==> src/rtl/zor_pkg.sv <==
package zor_pkg;
   // Bit width of a residue register for a given modulus (at least one bit).
   function automatic int residue_width(input int modulus);
      return (modulus <= 2) ? 1 : $clog2(modulus);
   endfunction
endpackage

==> src/rtl/zor_residue_tracker.sv <==
module zor_residue_tracker #(
   parameter  int MOD = 3,
   localparam int W   = zor_pkg::residue_width(MOD)
) (
   input  logic         clk,
   input  logic         rst,
   input  logic         adv,
   output logic [W-1:0] q_o,
   output logic [W-1:0] q_next_o
);
   localparam logic [W-1:0] LAST = W'(MOD - 1);

   logic [W-1:0] q;
   logic [W-1:0] nxt;

   generate
      if (MOD < 2) begin : g_bad_mod
         $error("zor_residue_tracker: MOD must be at least 2");
      end

      if ((1 << W) == MOD) begin : g_pow2
         // Every code is legal: natural wrap of the counter.
         always_comb nxt = adv ? q + W'(1) : q;
      end else begin : g_mod
         // Non power of two: explicit wrap and recovery of unused codes.
         always_comb begin
            if (q > LAST)       nxt = '0;
            else if (!adv)      nxt = q;
            else if (q == LAST) nxt = '0;
            else                nxt = q + W'(1);
         end

         assert_range_R7: assert property (@(posedge clk) disable iff (rst)
            int'(q_next_o) < MOD);
      end
   endgenerate

   always_ff @(posedge clk) begin
      if (rst) q <= '0;
      else     q <= nxt;
   end

   assign q_o      = q;
   assign q_next_o = nxt;

   assert_hold_R4: assert property (@(posedge clk) disable iff (rst)
      (!adv && int'(q) < MOD) |=> $stable(q_o));
endmodule

==> src/rtl/zor_accept_flag.sv <==
module zor_accept_flag #(
   parameter int ZW = 1,
   parameter int OW = 2
) (
   input  logic          clk,
   input  logic          rst,
   input  logic [ZW-1:0] zero_next,
   input  logic [OW-1:0] ones_next,
   output logic          accept_o
);
   logic acc_q;

   // Moore flag registered from the next state, so it lines up with the state.
   always_ff @(posedge clk) begin
      if (rst) acc_q <= 1'b1;
      else     acc_q <= (zero_next == '0) && (ones_next == '0);
   end

   assign accept_o = acc_q;
endmodule

==> src/rtl/zero_one_residue_recognizer.sv <==
module zero_one_residue_recognizer #(
   parameter  int ZERO_MOD = 2,
   parameter  int ONE_MOD  = 3,
   localparam int ZW       = zor_pkg::residue_width(ZERO_MOD),
   localparam int OW       = zor_pkg::residue_width(ONE_MOD)
) (
   input  logic             clk,
   input  logic             rst,
   input  logic             bit_in,
   input  logic             bit_valid,
   output logic             accept,
   output logic [ZW+OW-1:0] state_dbg
);
   logic [ZW-1:0] zero_q, zero_n;
   logic [OW-1:0] ones_q, ones_n;
   logic          adv_zero, adv_one;

   generate
      if (ZERO_MOD < 2 || ONE_MOD < 2) begin : g_bad_params
         $error("zero_one_residue_recognizer: moduli must be at least 2");
      end
   endgenerate

   assign adv_zero = bit_valid & ~bit_in;
   assign adv_one  = bit_valid &  bit_in;

   zor_residue_tracker #(.MOD(ZERO_MOD)) u_zero_trk (
      .clk(clk), .rst(rst), .adv(adv_zero), .q_o(zero_q), .q_next_o(zero_n));

   zor_residue_tracker #(.MOD(ONE_MOD)) u_one_trk (
      .clk(clk), .rst(rst), .adv(adv_one), .q_o(ones_q), .q_next_o(ones_n));

   zor_accept_flag #(.ZW(ZW), .OW(OW)) u_accept (
      .clk(clk), .rst(rst), .zero_next(zero_n), .ones_next(ones_n),
      .accept_o(accept));

   assign state_dbg = {zero_q, ones_q};

   assert_zero_step_R2: assert property (@(posedge clk) disable iff (rst)
      (bit_valid && !bit_in) |=>
         (int'(zero_q) == ((int'($past(zero_q)) + 1) % ZERO_MOD)) &&
         (ones_q == $past(ones_q)));

   assert_one_step_R3: assert property (@(posedge clk) disable iff (rst)
      (bit_valid && bit_in) |=>
         (int'(ones_q) == ((int'($past(ones_q)) + 1) % ONE_MOD)) &&
         (zero_q == $past(zero_q)));

   assert_accept_match_R5: assert property (@(posedge clk) disable iff (rst)
      accept == (state_dbg == '0));
endmodule

==> config.mk <==
export PLATFORM = sky130hd
export DESIGN_NAME = zero_one_residue_recognizer
export DESIGN_NICKNAME = d
export VERILOG_FILES = /design/src/rtl/zor_pkg.sv /design/src/rtl/zor_residue_tracker.sv /design/src/rtl/zor_accept_flag.sv /design/src/rtl/zero_one_residue_recognizer.sv
export SDC_FILE = /design/constraint.sdc
export NUM_CORES = 1
export LEC_CHECK = 0
export ABC_AREA = 1
export BUFFER_PORTS_ARGS = -buffer_cell sky130_fd_sc_hd__buf_2
export CORE_AREA = 2 2 39 41
export DETAILED_ROUTE_END_ITERATION = 8
export DIE_AREA = 0 0 41 43
export SYNTH_ARGS = -nofsm -noshare
export SYNTH_HDL_FRONTEND = slang
export SYNTH_SLANG_ARGS = --single-unit
==> constraint.sdc <==
create_clock -name clk -period 2.4 [get_ports clk]
set_clock_uncertainty 0.2 [all_clocks]
set_input_delay 0.12 -clock clk [delete_from_list [all_inputs] [get_ports clk]]
set_output_delay 0.12 -clock clk [all_outputs]
set_load 0.02 [all_outputs]
==> results of run 1 <==
[power breakdown]
part           total [mW]  switching, mW  internal, mW
clock network      0.0806         0.0248        0.0558
registers          0.0764        0.00305        0.0734
logic              0.0353         0.0218        0.0135
[flip-flops by register name, indices dropped and copies added, names as in the netlist]
signal / count
u_zero_trk.q_o: 1
u_one_trk.q_o: 2
u_accept.accept_o: 1
[Yosys cell counts, drive strengths merged]
cell type,instances
nand2,8
inv,7
dfxtp,4
nand3,4
nor2,4
buf,1
[metrics by stage]
stage	instance area [µm²]	util [%]
floorplan	189	-
global placement	236	17.1
detailed placement	236	17.1
CTS	269	19.4
global route	269	19.4
finish	269	19.4
[worst paths after layout]
check | slack, ns | from | depth (start not counted) | end
setup / recovery | 1.24 | rst | 6 | u_accept.accept_o
hold / removal | 0.05 | bit_in | 5 | u_one_trk.q_o[0]
setup reg to reg | 1.37 | u_one_trk.q_o[0] | 5 | u_accept.accept_o
hold reg to reg | 0.33 | u_one_trk.q_o[1] | 3 | u_one_trk.q_o[0]
[logic make-up (layout without fill, tap and decap cells)]
logic type / after synthesis / after routing / share of synthesized area [%]
buffers and inverters: 8 / 18 / 17.9
AND/OR/NAND/NOR: 16 / 16 / 39.7
flip-flops: 4 / 4 / 42.4
[layout make-up]
cell class                 count  area, µm²  area share (%)
timing repair buffer           8       45.0            16.7
sequential                     4       80.1            29.8
clock buffer                   3       22.5            8.37
tap                           16       20.0            7.44
inverter                       7       26.3            9.77
multi-input combinational     16       75.1            27.9
[critical path: stages]
cell                            delay, ns
sky130_fd_sc_hd__dlygate4sd3_1       0.53
sky130_fd_sc_hd__buf_2               0.12
sky130_fd_sc_hd__inv_1               0.07
sky130_fd_sc_hd__nand3_1             0.08
sky130_fd_sc_hd__nor2_2              0.11
sky130_fd_sc_hd__nor2_2              0.05
[cell usage in the layout (no fill, tap or decap)]
cell type | Yosys | final
sky130_fd_sc_hd__clkbuf_4 | 0 | 3
sky130_fd_sc_hd__nor2_1 | 2 | 2
sky130_fd_sc_hd__dlygate4sd3_1 | 0 | 1
sky130_fd_sc_hd__inv_1 | 7 | 7
sky130_fd_sc_hd__buf_2 | 0 | 7
sky130_fd_sc_hd__nand3_1 | 4 | 4
sky130_fd_sc_hd__nand2_1 | 6 | 6
sky130_fd_sc_hd__dfxtp_1 | 4 | 4
sky130_fd_sc_hd__nand2_2 | 2 | 2
sky130_fd_sc_hd__nor2_2 | 2 | 2
[metal layers]
metal	GRT usage (%)	up-vias	part of all wire (%)	routed length, µm
met1	4.87	64	43	141
met5	0	-	0	0
met3	3.14	0	11	36
li1	-	101	-	-
met4	8.00	0	0	0
met2	5.63	4	46	150
==> summary by stage, run 1 <==
Synth
Synthesis handed over a netlist of 28 instances. The share of synthesized area in the top cell type comes to 42.4%. The sequential-to-total area share from yosys stat is 42.4%.

In this run the cell area of the synthesized design comes to 189 µm². After synthesis the netlist holds a flip-flop and latch count of 4. The cell type with the largest total area after synthesis is sky130_fd_sc_hd__dfxtp_1. Counting every net in the synthesized netlist gives 32. Synthesis instantiated 8 different standard cells from the library. After synthesis, the cell types taking the most area are sky130_fd_sc_hd__dfxtp_1 42%, sky130_fd_sc_hd__inv_1 14%, sky130_fd_sc_hd__nand2_1 12%, sky130_fd_sc_hd__nand3_1 11%, sky130_fd_sc_hd__nand2_2 6.6%. The post-synthesis average cell area is 6.75 µm². The number of warning messages in the yosys log is 0.

Route
The final wirelength is 329 µm. The average wire per cell in the routed design is 6.09 µm. The detailed router placed 169 vias in this run. Before antenna repair, the detailed router went through 4 iterations.

The remaining design rule violation count is 0. The number of routed nets with antenna violations is 0. After the first detailed-routing iteration, the DRC count stood at 1. The via density per instance is 3.13.

Clocking
After clock tree synthesis, the flow added hold-fix buffers numbering 1. Clock latency on the worst-skew pair, taken at its later pin, is 0.23 ns. In this run, CTS created clock tree buffers numbering 3. The post-CTS repair timing setup buffer count is 0. Clock tree synthesis found a total of 4 sinks. TritonCTS built the clock tree. The clock-pin slew on the worst setup and hold paths is 0.04 ns.

The master cell of the clock root buffer is sky130_fd_sc_hd__clkbuf_4. The number of levels in the clock H-tree is 1. The longest clock path from root to sink contains 2 buffers. Post-CTS repair changed the size of 0 cells.

Critical path
STA classifies the critical path startpoint as an input pin. STA classifies the critical path endpoint as a flip-flop. The critical path in this run is classified as in2reg.

The data arrival time of the critical path is 1.09 ns. Along the worst path, the maximum fanout reaches 2. The data required time of the critical path is 2.32 ns.

Die
The initial cell density of the core is 13.7%. The die is 43 µm tall. In this run the horizontal extent of the chip is 41 µm. The top-level port count is 8.

The floorplan has 14 rows. The floorplan step defined a die boundary enclosing 0.00176 mm². After floorplanning, the core was sized to cover 0.00138 mm².

Timing
Setup repair after global routing left no endpoint under its margin. The worst hold margin is 0.0546 ns. The final hold violation count is 0. Headroom to the max-slew limit came out at 91.8%. For the pin with the worst max-slew slack, the measured transition is 0.122 ns. The final number of max-transition violations is 0. The upper clock frequency limit is 860 MHz.

Subtracting the final worst setup slack from the clock period gives 1.16 ns. The post-route setup TNS is 0 ns. Of the available clock period, the critical path in the final layout requires 48.4%. The final number of setup-violating endpoints is 0.

The final worst-path setup slack is 1.24 ns.

Global route
The maximum number of pins on one net before global-route repair is 5. The number of global-route vias before repair was 160. The final global-route overflow total is 0. Across every metal layer, demand over resource in global routing totals 5.14%. The number of antenna violations at the first check in global routing is 0. The first global-routing pass estimated 524 µm of wire.

Placed design
The HPWL after detailed placement is 268 µm. The number of I/O port buffers is 7. At the end of routability-driven placement, the weighted congestion stood at 0.620.

Counting tap cells, the placed design contains a total of 50 instances. The post-placement setup slack is 1.38 ns.

Pwr
Dividing total power by cell area gives a power density of 715 mW/mm². Summing internal, switching and leakage power gives 0.192 mW. The largest vdd supply drop is 0.000103 V. The static leakage power is 0.158 nW.

Cells and area
For this run, the post-layout net count is 44. The number of fill cells is 162. The area growth from synthesis to final layout is 42.4%. Of the cells placed in the final design, the portion with a size suffix greater than 1 is 36.8%. After the flow finishes, the layout carries non-filler instances totaling 54. The number of antenna diodes in the final layout is 0.

Min path
The tightest min-delay check is of the in2reg type.

Outcome
The run finished with clean final reports.

Run
The number of max-capacitance violations reported is 0.
Power figures use the tool's default switching activity.
==> run 2, diff against run 1 <==
==> constraint.sdc (replaced) <==
create_clock -name clk -period 1 [get_ports clk]
set_clock_uncertainty 0.2 [all_clocks]
set_input_delay 0.05 -clock clk [delete_from_list [all_inputs] [get_ports clk]]
set_output_delay 0.05 -clock clk [all_outputs]
set_load 0.02 [all_outputs]
==> summary by stage, run 2 (same netlist as run 1, synthesis figures left out) <==
Die
The initial cell density of the core is 13.7%. The standard cell core area is 0.00138 mm². The floorplan has 14 rows.

The die is 43 µm tall. Pin placement for this block handled 8 I/O pins. The die outline area is 0.00176 mm². The chip width is 41 µm.

Route
The final wirelength is 427 µm. In the routed design, unresolved DRC markers number 0. The overall via count from detail_route is 184. The number of routed nets with antenna violations is 0.

The violation count after the first detailed-route iteration is 3. The number of iterations in the first detailed-routing pass is 4. In the final routed layout, each cell accounts on average for 8.06 µm.

The via density per instance is 3.47.

Outcome
The final reports fail on negative hold slack, negative setup slack. The run finished, with violations left.

Critical path
The data required time of the critical path is 0.93 ns. The peak fanout along the critical path is 3. The start-to-end type of the worst setup path is reg2reg. The data arrival time of the critical path is 0.93 ns. The element type at the critical path end is a flip-flop. The worst setup path is launched from a flip-flop.

Cells and area
The top cell types in the final layout, fill and taps aside, are 6 x sky130_fd_sc_hd__nand2_1, 6 x sky130_fd_sc_hd__buf_2, 5 x sky130_fd_sc_hd__inv_1, 3 x sky130_fd_sc_hd__nand3_1, 3 x sky130_fd_sc_hd__clkbuf_4. The area growth from synthesis to final layout is 47.7%. The register with the most flip-flops in the layout has 2 of them. The share of layout cells above drive strength 1 is 51.4%.

The net count of the finished layout is 43. 0 antenna diodes ended up in the layout. The summed area of non-filler cells in the final layout is 279 µm².

Timing
In the finished design, the share of the clock period the worst path needs comes to 100%. The final worst-path setup slack is -0.000667 ns. At the pin with the least slew margin, the transition time is 0.202 ns. Setup repair after global routing could not meet its margin everywhere. Setup violations remaining at the end of the flow were counted as 1. The final number of max-transition violations came to 0. The final hold violation count is 3. The tightest slew margin relative to the limit is 86.5%. The worst hold margin is -0.121 ns. Timing would allow up to 999 MHz.

The final critical delay including setup and external delays is 1.00 ns.

Clocking
The post-CTS repair timing setup buffer count is 0. The maximum root-to-sink buffer count is 2. The number of sinks on the clock net is 4.

Counting the buffers created by CTS gives 3. TritonCTS built the clock tree. The master cell of the clock root buffer is sky130_fd_sc_hd__clkbuf_4. The number of levels in the clock H-tree is 1. The clock-pin slew on the worst setup and hold paths is 0.04 ns. The clock network latency to the later pin of the worst-skew pair is 0.23 ns.

Pwr
The power density normalized to cell area is 1700 mW/mm². Across the VDD grid, the largest voltage drop is 0.000241 V. The static leakage power is 0.157 nW.

Global route
The number of global-route vias before repair is 174. The maximum number of pins on one net before global-route repair is 5. The number of antenna violations at the first check in global routing is 0.

In the global route stage, overall resource usage came out at 6.04%. The final global-route overflow total is 0. The first global-routing pass estimated 621 µm of wire.

Placed design
After legalization and detailed placement, the total HPWL measured 293 µm. The placed instances occupy a cell area of 244 µm². The final weighted congestion of routability-driven global placement is 0.612. The number of I/O port buffers is 7. Before CTS, the worst setup slack after placement is 0.0116 ns.

Min path
The class of the worst hold path is in2reg.

Run
The number of max-capacitance violations reported is 0.
run 2: final timing paths:
check | depth (start not counted) | slack (ns) | start | end
setup / recovery | 5 | -0.0007 | u_one_trk.q_o[1] | u_accept.accept_o
hold / removal | 4 | -0.12 | rst | u_one_trk.q_o[0]
setup reg to reg | 5 | -0.0007 | u_one_trk.q_o[1] | u_accept.accept_o
hold reg to reg | 3 | 0.32 | u_one_trk.q_o[1] | u_one_trk.q_o[0]
run 2: per-stage QoR:
stage	utilization, %	std cells	total power, mW	TNS (ns)
after floorplan	-	28	0.246	0
after global placement	17.6	50	0.271	0
after detailed placement	17.6	50	0.271	0
after CTS	19.6	53	0.479	0
after global routing	20.2	53	0.509	-0.0753
final	20.2	53	0.474	-0.000667
run 2: power by group:
part	leakage, nW	internal, mW	switching, mW	total, mW
logic	0.108	0.0337	0.0591	0.0929
registers	0.0345	0.175	0.00865	0.184
clock network	0.0138	0.134	0.0635	0.198
total	0.157	0.343	0.131	0.474
run 2: worst max-delay path: stages, from the launching register on:
cell and delay [ns]:
sky130_fd_sc_hd__dfxtp_4 0.34, sky130_fd_sc_hd__inv_2 0.04, sky130_fd_sc_hd__nand2_1 0.08, sky130_fd_sc_hd__nand3_2 0.09, sky130_fd_sc_hd__nor2_4 0.11, sky130_fd_sc_hd__nor2_2 0.04
run 2: routing by layer:
layer | GRT usage, % | share of wire [%] | up-vias
li1 | - | - | 99
met1 | 4.85 | 38 | 81
met2 | 8.44 | 55 | 4
met3 | 3.14 | 6.6 | 0
met4 | 8.00 | 0 | 0
met5 | 0 | 0 | -
run 2: final cells by class:
type | instances | area [µm²]
Multi-Input combinational cell | 16 | 85.1
Clock buffer | 3 | 22.5
Fill cell | 166 | 1100
Sequential cell | 4 | 87.6
Tap cell | 16 | 20.0
Inverter | 7 | 26.3
Timing Repair Buffer | 7 | 37.5
run 2: what timing repair did:
action | 4_1_cts | 5_1_grt
gates resized for setup | 1 | 2
endpoints found under the setup margin | 1 | 4
endpoints found under the hold margin | 4 | 2
pin swaps | 1 | 1
==> run 3, diff against run 2 <==
--- a/config.mk
+++ b/config.mk
@@ -12,4 +12,5 @@
 export DIE_AREA = 0 0 41 43
 export SYNTH_ARGS = -nofsm -noshare
 export SYNTH_HDL_FRONTEND = slang
+export SYNTH_HIERARCHICAL = 1
 export SYNTH_SLANG_ARGS = --single-unit
==> summary by stage, run 3 <==
Outcome
The run finished, with violations left. The checks that failed: negative hold slack, negative setup slack.

Critical path
The reg-to-reg setup timing slack is -0.05 ns. STA classifies the critical path endpoint as a flip-flop. In this run the worst path has a maximum fanout of 4. The cell that appears most often on the critical path is sky130_fd_sc_hd__nand2_2.

The kind of launch point of the worst setup path is a flip-flop. The cell family contributing the most delay on the critical path is flip-flops. The critical path goes through nand2_2, nand2_2, nand2_2, inv_1, nor2_1, nand2_1, nand2_1. The longest individual stage delay on the worst path is 0.36 ns. The worst setup path is of the reg2reg kind. The cell type of the slowest stage on the worst timing path is sky130_fd_sc_hd__dfxtp_4. The data required time of the critical path is 0.93 ns. The startpoint of the worst register-to-register path is u_one_trk/q_o[0]. Measured in cells, the most critical reg-to-reg path has a length of 7. The data arrival time of the critical path is 0.99 ns. The reg-to-reg endpoint is u_accept/accept_o.

The number of buffers and inverters on the critical path is 1.

Synth
The count of mapped cells out of synthesis is 31. The sequential-to-total area share from yosys stat is 40.0%. Of the post-synthesis cell area, the dominant cell type holds 40.0%. After synthesis, the most frequently instantiated cells are 9 x sky130_fd_sc_hd__inv_1, 7 x sky130_fd_sc_hd__nand2_1, 4 x sky130_fd_sc_hd__dfxtp_1.

The number of synthesized register bits is 4. The fraction of registers with async set/reset is 0%. The post-synthesis average cell area is 6.46 µm². The dominant register cell in the synthesized netlist is sky130_fd_sc_hd__dfxtp_1. The synthesized design spends more area on one cell type than any other, namely sky130_fd_sc_hd__dfxtp_1. The synthesized cell area is 200 µm².

Ranked by total cell area, the synthesized netlist is headed by sky130_fd_sc_hd__dfxtp_1 40%, sky130_fd_sc_hd__inv_1 17%, sky130_fd_sc_hd__nand2_1 13%, sky130_fd_sc_hd__nor2_2 9.4%, sky130_fd_sc_hd__nand2_2 6.3%. Among all cell types in the netlist, the one instantiated most often is sky130_fd_sc_hd__inv_1. Yosys mapped a number of flops with a built-in enable equal to 0. For this run, the number of Yosys warnings is 6.

The count of unique library cells instantiated by Yosys is 9. The number of nets produced by synthesis is 35.

Min path
For hold timing, the worst endpoint is u_zero_trk/q_o. In this run the most critical hold path is launched from bit_in. The class of the worst hold path is in2reg. Along the worst hold path, the cell count comes to 5.

Timing
The final hold violation count came to 1. The final worst-path cycle share is 105%. For the pin with the worst max-slew slack, the measured transition is 0.140 ns. Setup repair after global routing could not meet its margin everywhere. The final number of max-transition violations is 0.

The final worst-path setup slack is -0.0548 ns. The final critical delay including setup and external delays is 1.05 ns. The upper clock frequency limit is 948 MHz. The worst hold margin is -0.0386 ns. Adding up every negative setup slack in the final design gives -0.0951 ns. Setup violations remaining at the end of the flow were counted as 4.

Headroom to the max-slew limit came out at 90.6%.

Die
The standard cell core area is 0.00138 mm². In this run the horizontal extent of the chip is 41 µm. The overall die height is 43 µm.

The top-level port count is 8. The number of rows in the core area is 14. The initial cell density of the core is 14.5%.

The die covers 0.00176 mm².

Route
The remaining design rule violation count is 0. The overall via count from detail_route is 201. The number of routed nets with antenna violations is 0. The number of iterations in the first detailed-routing pass is 3.

The top layer used by detailed routing is met3. For this block, wires on met1 add up to 167 µm. The length of routed met2 wiring is 223 µm.

The average wire per cell in the routed design is 7.10 µm. After detailed routing, the total wire length is 426 µm. The routed length on met3 is 35 µm. The violation count after the first detailed-route iteration is 3. Dividing the detail-routed via count by the number of cells gives 3.35.

Global route
The final global-route overflow total is 0. The maximum number of pins on one net before global-route repair is 5. Global routing used 6.41% of the available tracks. The number of antenna violations at the first check in global routing is 0. The number of global-route vias before repair is 167.

The first global-routing pass estimated 634 µm of wire.

Cells and area
The final-stage net count is 49. The summed area of non-filler cells in the final layout is 334 µm². The register with the most flip-flops in the layout has 2 of them. The share of layout cells above drive strength 1 is 56.8%. The number of antenna diodes is 0.

The area growth from synthesis to final layout is 66.9%. The most common cell after layout, fill and taps aside is sky130_fd_sc_hd__inv_1. Leaving out fill and tap cells, the most frequent cells in the layout are 9 x sky130_fd_sc_hd__inv_1, 5 x sky130_fd_sc_hd__nor2_2, 5 x sky130_fd_sc_hd__nand2_1, 5 x sky130_fd_sc_hd__buf_2, 4 x sky130_fd_sc_hd__nand2_2.

Placed design
The HPWL after detailed placement is 305 µm. The final weighted congestion of routability-driven global placement is 0.665. The number of I/O port buffers is 7.

The placed instances occupy a cell area of 272 µm².

Pwr
The power density normalized to cell area is 1520 mW/mm². The largest vdd supply drop is 0.000314 V. Summed over all cells, the static leakage comes to 0.178 nW.

Clocking
The master cell of the clock root buffer is sky130_fd_sc_hd__clkbuf_4. The number of sinks on the clock net is 4. The hold buffer count at CTS is 1. The clock network latency to the later pin of the worst-skew pair is 0.24 ns. TritonCTS built the clock tree. The number of levels in the clock H-tree is 1.

The maximum root-to-sink buffer count is 2. The CTS buffer count is 3. Clock-pin slew was measured on the worst setup and hold paths at 0.05 ns.

Run
The number of max-capacitance violations reported is 0.
[run 3: report_power, final]
group | internal, mW | total, mW | leakage (nW) | switching (mW)
registers | 0.170 | 0.178 | 0.0345 | 0.00851
clock network | 0.151 | 0.232 | 0.0150 | 0.0813
logic | 0.0429 | 0.0982 | 0.129 | 0.0553
total | 0.364 | 0.509 | 0.178 | 0.145
[run 3: per-stage QoR]
step | setup WS (ns) | power, mW | hold slack, ns | instances | util [%]
2_1_floorplan | -0.0312 | 0.237 | -0.0924 | 31 | -
3_3_place_gp | -0.0207 | 0.261 | 0.0647 | 54 | 19.6
3_5_place_dp | -0.0282 | 0.262 | 0.0811 | 54 | 19.6
4_1_cts | -0.0305 | 0.510 | -0.0421 | 59 | 22.4
5_1_grt | -0.108 | 0.544 | -0.0105 | 60 | 24.1
6_report | -0.0548 | 0.509 | -0.0386 | 60 | 24.1
[run 3: logic make-up (layout without fill, tap and decap cells)]
| family | after synthesis | in the layout | share of synthesized area, % |
|---|---|---|---|
| and+or+nand+nor | 16 | 16 | 36.9 |
| buffers and inverters | 10 | 23 | 20.6 |
| DFF | 4 | 4 | 40.0 |
| AOI/OAI and AO/OA | 1 | 1 | 2.50 |
[run 3: worst max-delay path by stage]
stage,depth (start not counted),to,start
5_1_grt,7,u_accept/accept_o,u_one_trk/q_o[0]
4_1_cts,7,u_accept/accept_o,u_one_trk/q_o[0]
3_5_place_dp,6,u_accept/accept_o,u_one_trk/q_o[0]
6_report,7,u_accept/accept_o,u_one_trk/q_o[0]
3_3_place_gp,6,u_accept/accept_o,u_one_trk/q_o[0]
2_1_floorplan,7,u_accept/accept_o,u_one_trk/q_o[0]
[run 3: routing by layer]
| metal | GRT usage [%] | vias up |
|---|---|---|
| met5 | 0 | - |
| met4 | 10.0 | 0 |
| met1 | 5.11 | 86 |
| met3 | 3.14 | 0 |
| li1 | - | 110 |
| met2 | 8.44 | 5 |
[run 3: final cells by class]
class                   instances  area, µm²
multi-input cells              17       97.6
flip-flops and latches          4       87.6
inverters                       9       33.8
repair buffers                 10       68.8
well taps                      16       20.0
fillers                       159       1050
clock buffers                   4       26.3
[run 3: repair_timing]
item / in CTS / in global routing
pin swaps: 3 / 1
gates resized for setup: 1 / 5
setup endpoints to repair: 4 / 5
endpoints found under the hold margin: 4 / 1
buffers inserted: 0 / 1
[run 3: worst reg2reg max path: cells and delay by family (launching register included)]
family,cells,cell delay (ns)
buf+inv,1,0.05
simple gates,6,0.33
flops,1,0.36
